[src/rtl/rri_pkg.sv]
package rri_pkg;
   // Tap mask for a maximal-length Fibonacci register, bit i = stage i+1
   function automatic logic [31:0] tap_mask(input int width);
      logic [31:0] m;
      m = '0;
      case (width)
         8:  begin m[7] = 1'b1; m[5] = 1'b1; m[4] = 1'b1; m[3] = 1'b1; end
         10: begin m[9] = 1'b1; m[6] = 1'b1; end
         12: begin m[11] = 1'b1; m[10] = 1'b1; m[9] = 1'b1; m[3] = 1'b1; end
         16: begin m[15] = 1'b1; m[14] = 1'b1; m[12] = 1'b1; m[3] = 1'b1; end
         default: m = '0;
      endcase
      return m;
   endfunction

   typedef enum logic [0:0] {ST_IDLE = 1'b0, ST_REDUCE = 1'b1} rri_state_e;
endpackage

[src/rtl/rri_lfsr.sv]
module rri_lfsr
   import rri_pkg::*;
#(
   parameter int W = 10
) (
   input  logic         clk,
   input  logic         rst,
   input  logic [W-1:0] seed_i,
   input  logic         adv_i,
   output logic [W-1:0] word_o
);
   localparam logic [31:0] MASK32 = tap_mask(W);
   localparam logic [W-1:0] MASK  = MASK32[W-1:0];

   if (MASK32 == 32'd0) begin : g_bad_width
      $error("rri_lfsr: no tap set for width %0d", W);
   end

   logic [W-1:0] state_q;
   logic         fb;

   assign fb = ^(state_q & MASK);

   always_ff @(posedge clk) begin
      if (rst) begin
         state_q <= (seed_i == '0) ? W'(1) : seed_i;
      end else if (adv_i) begin
         state_q <= {state_q[W-2:0], fb};
      end
   end

   assign word_o = state_q;


   lfsr_nonzero_chk: assert property (@(posedge clk) disable iff (rst)
      state_q != '0);

   lfsr_hold_chk: assert property (@(posedge clk) disable iff (rst)
      !adv_i |=> $stable(state_q));
endmodule

[src/rtl/rri_mod_reduce.sv]
module rri_mod_reduce
   import rri_pkg::*;
#(
   parameter int DIV_W   = 10,
   parameter int MODULUS = 37,
   localparam int RES_W  = $clog2(MODULUS),
   localparam int CNT_W  = $clog2(DIV_W + 1)
) (
   input  logic             clk,
   input  logic             rst,
   input  logic             start_i,
   input  logic [DIV_W-1:0] dividend_i,
   output logic             busy_o,
   output logic             done_o,
   output logic [RES_W-1:0] result_o
);
   localparam logic [RES_W+1:0] MOD_EXT  = (RES_W + 2)'(MODULUS);
   localparam logic [CNT_W-1:0] LAST_CNT = CNT_W'(DIV_W - 1);

   rri_state_e       st_q;
   logic [CNT_W-1:0] cnt_q;
   logic [DIV_W-1:0] shreg_q;
   logic [RES_W-1:0] rem_q;
   logic [RES_W-1:0] res_q;
   logic             done_q;

   logic [RES_W:0]   shifted;
   logic [RES_W+1:0] trial;
   logic [RES_W-1:0] rem_next;

   always_comb begin
      shifted  = {rem_q, shreg_q[DIV_W-1]};
      trial    = {1'b0, shifted} - MOD_EXT;
      rem_next = trial[RES_W+1] ? shifted[RES_W-1:0] : trial[RES_W-1:0];
   end

   always_ff @(posedge clk) begin
      if (rst) begin
         st_q    <= ST_IDLE;
         cnt_q   <= '0;
         shreg_q <= '0;
         rem_q   <= '0;
         res_q   <= '0;
         done_q  <= 1'b0;
      end else begin
         done_q <= 1'b0;
         case (st_q)
            ST_IDLE: begin
               if (start_i) begin
                  shreg_q <= dividend_i;
                  rem_q   <= '0;
                  cnt_q   <= '0;
                  st_q    <= ST_REDUCE;
               end
            end
            default: begin
               rem_q   <= rem_next;
               shreg_q <= {shreg_q[DIV_W-2:0], 1'b0};
               cnt_q   <= cnt_q + 1'b1;
               if (cnt_q == LAST_CNT) begin
                  res_q  <= rem_next;
                  done_q <= 1'b1;
                  st_q   <= ST_IDLE;
               end
            end
         endcase
      end
   end

   assign busy_o   = (st_q == ST_REDUCE);
   assign done_o   = done_q;
   assign result_o = res_q;


   rem_range_chk: assert property (@(posedge clk) disable iff (rst)
      busy_o |-> (rem_q < MOD_EXT[RES_W-1:0] || MODULUS == (1 << RES_W)));

   done_pulse_chk: assert property (@(posedge clk) disable iff (rst)
      done_o |=> !done_o);
endmodule

[src/rtl/rand_rule_index.sv]
module rand_rule_index
   import rri_pkg::*;
#(
   parameter int RULES          = 37,
   parameter int RAND_W         = 10,
   parameter int BIAS_PERMILLE  = 30,
   localparam int IDX_W         = $clog2(RULES)
) (
   input  logic              clk,
   input  logic              rst,
   input  logic [RAND_W-1:0] seed_i,
   input  logic              req_i,
   output logic [IDX_W-1:0]  index_o,
   output logic              valid_o
);
   localparam longint SPAN    = longint'(1) << RAND_W;
   localparam longint LEFTOVER = SPAN % longint'(RULES);

   if (RULES < 2) begin : g_bad_rules
      $error("rand_rule_index: RULES must be at least 2");
   end
   if (RAND_W <= IDX_W) begin : g_bad_width
      $error("rand_rule_index: RAND_W must exceed the index width");
   end
   if (LEFTOVER * 1000 >= longint'(BIAS_PERMILLE) * SPAN) begin : g_bad_bias
      $error("rand_rule_index: modulo bias above threshold");
   end

   logic              busy;
   logic              accept;
   logic [RAND_W-1:0] word;

   assign accept = req_i && !busy;

   rri_lfsr #(.W(RAND_W)) u_lfsr (
      .clk    (clk),
      .rst    (rst),
      .seed_i (seed_i),
      .adv_i  (accept),
      .word_o (word)
   );

   rri_mod_reduce #(.DIV_W(RAND_W), .MODULUS(RULES)) u_reduce (
      .clk        (clk),
      .rst        (rst),
      .start_i    (accept),
      .dividend_i (word),
      .busy_o     (busy),
      .done_o     (valid_o),
      .result_o   (index_o)
   );


   index_range_chk: assert property (@(posedge clk) disable iff (rst)
      valid_o |-> (32'(index_o) < RULES));

   index_hold_chk: assert property (@(posedge clk) disable iff (rst)
      !valid_o |-> $stable(index_o));

   busy_after_accept_chk: assert property (@(posedge clk) disable iff (rst)
      accept |=> busy);
endmodule

[config.mk]
export PLATFORM = sky130hd
export DESIGN_NAME = rand_rule_index
export DESIGN_NICKNAME = d
export VERILOG_FILES = /design/src/rtl/rri_pkg.sv /design/src/rtl/rri_lfsr.sv /design/src/rtl/rri_mod_reduce.sv /design/src/rtl/rand_rule_index.sv
export SDC_FILE = /design/constraint.sdc
export NUM_CORES = 1
export LEC_CHECK = 0
export ABC_AREA = 1
export ABC_CLOCK_PERIOD_IN_PS = 1300
export BUFFER_PORTS_ARGS = -buffer_cell sky130_fd_sc_hd__clkbuf_2
export CAP_MARGIN = 20
export CORE_ASPECT_RATIO = 0.75
export CORE_MARGIN = 2
export CORE_UTILIZATION = 45
export DETAILED_ROUTE_END_ITERATION = 16
export PLACE_DENSITY = 0.66
export SLEW_MARGIN = 0
export SYNTH_ARGS = -nofsm -noshare
export SYNTH_HDL_FRONTEND = slang
export SYNTH_SLANG_ARGS = --single-unit
export TNS_END_PERCENT = 5
[constraint.sdc]
create_clock -name clk -period 1.3 [get_ports clk]
set_input_delay 0.26 -clock clk [delete_from_list [all_inputs] [get_ports clk]]
set_output_delay 0.26 -clock clk [all_outputs]
set_load 0.01 [all_outputs]
==> results.yml <==
status:
  run_status: "completed"
placed_design:
  globalplace.congestion: 0.8610
  port-buffer-count: 19
  placed_area_um2: 2051
  dp_hpwl_um: 2855
sta:
  finalMaxSlewViolations: 0
  whs_ns: 0.2214
  rsz0062_at_grt: "true"
  worstMarginPinSlew_ns: 0.3068
  setup-violations-final: 0
  hold_viol: 0
  min_period_ns: 1.232
  finalClockSkew_ns: 0.005803
  min_period_over_period: 0.9480
  slew-limit-headroom: 0.7933
  fmax_ghz: 0.8114
die:
  rows: 19
  die_area_um2: 4549
  fp.dieW_um: 77.22
  design.core.area_um2: 3756
  ios: 20
  initial_core_util: 0.4817
  die_h_um: 58.91
yosys:
  synth_warnings: 0
  synthesis.nets: 253
  syn_area_um2: 1809
  synth_area_per_cell_um2: 7.634
  syn-instance-count: 237
  ys_seq_area_frac: 0.4758
  synth_cell_types: 30
  synth_seq_cells: 38
clocking:
  ctsHoldBuffers: 0
  cts_root_buffer: "clkbuf_8"
  cts_tree: "yes"
  cts_made_buffers: 5
  cts_max_path_buffers: 2
  insertion_delay_ns: 0.29
  cts_num_sinks: 38
  path_clk_slew_ns: 0.07
  h-tree-depth: 2
final_layout:
  syn_to_final_growth_pct: 23.31
  final_cell_mix: "64 x nand2_1, 33 x inv_1, 22 x dfxtp_1, 20 x o21ai_0, 19 x clkbuf_2"
  diodes: 0
  drive_above_1_share: 0.2583
  final_common_cell: "nand2_1"
  final_area_um2: 2231
  n_fill_cell: 365
  fin_nets: 286
route:
  antenna_left: 0
  drc: 0
  drt_first_pass_iters: 4
  drt_wl_total_um: 3773
  viasPerCell: 4.799
  drt_iter0_markers: 69
  wl_per_cell_um: 11.68
  vias: 1550
grt:
  grt_first_pass_wirelength_um: 6437
  grt_pass1_vias: 1416
  grt_max_degree: 21
  grt_overflow_total: 0
  grt_antenna_before_repair: 0
  grt_usage: 0.1852
min_path:
  hold_class: "in2reg"
critical_path:
  arrival_ns: 1.46
  crit_type: "reg2reg"
  endpoint_kind: "flip-flop"
  cp.required_ns: 1.53
  cp_max_fo: 5
  worstSetupStartpointType: "flip-flop"
pwr:
  vdd_drop_max_uv: 757.9
  cellPowerDensity_nw_per_um2: 1260
  p_leak_nw: 1.023
job:
  drv_cap: 0
worst max-delay path, cell delays in order, from the launching register on:
cell and delay [ns]:
dfxtp_2 0.35, inv_2 0.10, nand2_4 0.08, nor2_2 0.09, nand2_2 0.10, nand2_2 0.12, nand2_1 0.08, nand2_2 0.09
nand2_1 0.06, a21oi_2 0.10
synthesized netlist by cell type:
master	n	area share
nand4_1	1	0.0035
buf_4	2	0.0083
nor4_1	1	0.0035
buf_6	1	0.0062
o21a_1	1	0.0042
a21oi_1	9	0.025
xnor2_1	1	0.0048
clkbuf_1	2	0.0042
nor2_2	1	0.0035
ha_1	3	0.021
nand2_4	1	0.0062
nor2_4	1	0.0062
o21ai_0	20	0.055
buf_2	3	0.0083
nand2_2	3	0.010
o221ai_1	1	0.0048
or2_2	1	0.0035
a21oi_2	2	0.0097
o211ai_1	3	0.012
inv_1	38	0.079
edfxtp_1	10	0.17
nor3b_1	2	0.0083
a211oi_1	2	0.0083
nor3_1	1	0.0028
a21oi_4	1	0.0090
nor2_1	14	0.029
dfxtp_1	28	0.31
nand2_1	68	0.14
nand3_1	13	0.036
o22ai_1	3	0.010
power by group:
group          leakage [nW]  switching, W  internal, W
sequential            0.333     0.0000234      0.00128
clock                0.0714      0.000422     0.000818
combinational         0.619      0.000156     0.000110
logic make-up after synthesis:
| group | count (synthesis) | synth area share |
|---|---|---|
| compound gates | 42 | 0.1390 |
| buf+inv | 46 | 0.1058 |
| fa+ha+maj | 3 | 0.02075 |
| xor+xnor | 1 | 0.004842 |
| simple gates | 107 | 0.2538 |
| flops | 38 | 0.4758 |
state kept, by name, indices dropped and copies added (netlist names):
register and cells:
u_reduce.result_o 6, u_reduce.busy_o 1, u_reduce.shreg_q 10, u_reduce.cnt_q 4
u_lfsr.word_o 10, u_reduce.rem_q 6, u_reduce.done_o 1
metal layers:
layer,global-route usage,vias to the layer above,part of all wire,wire length [um]
met5,0,-,0,0
met4,0.05357,0,0.010,39
met3,0.05982,5,0.055,207
met2,0.2609,36,0.40,1510
met1,0.2716,689,0.53,2016
li1,-,820,-,-
stage by stage:
| stage | instances | TNS (ns) | worst slack, ns | util | power [W] |
|---|---|---|---|---|---|
| final | 323 | 0 | 0.06763 | 0.5939 | 0.002811 |
| after global routing | 323 | -0.03649 | -0.03098 | 0.5939 | 0.002927 |
| after CTS | 322 | 0 | 0.01095 | 0.5839 | 0.002824 |
| after detailed placement | 314 | 0 | 0.02572 | 0.5460 | 0.001591 |
| after global placement | 314 | 0 | 0.01586 | 0.5460 | 0.001589 |
| after floorplan | 237 | 0 | 0.05949 | - | 0.001485 |
final cells by class:
class	count	area [um^2]	area share
clock inverters	2	60.06	0.02692
flip-flops and latches	38	868.3	0.3892
well taps	52	65.06	0.02916
inverters	38	142.6	0.06394
clock buffers	6	82.58	0.03702
repair buffers	34	232.7	0.1043
multi-input cells	153	779.5	0.3494
final timing paths:
check                       startpoint                    to  slack, ns  cells past startpoint
hold reg to reg   u_reduce.result_o[5]  u_reduce.result_o[5]       0.46                      2
setup / recovery     u_reduce.rem_q[2]     u_reduce.rem_q[2]       0.07                      9
hold / removal                   req_i   u_reduce.shreg_q[0]       0.22                      2
setup reg to reg     u_reduce.rem_q[2]     u_reduce.rem_q[2]       0.07                      9
what timing repair did:
action                     in CTS  in global routing
setup endpoints to repair       1                 15
buffers inserted                0                  1
pin swaps                       0                  2
gates resized for setup         1                 18
No activity file was read; power rests on OpenSTA's default activity.
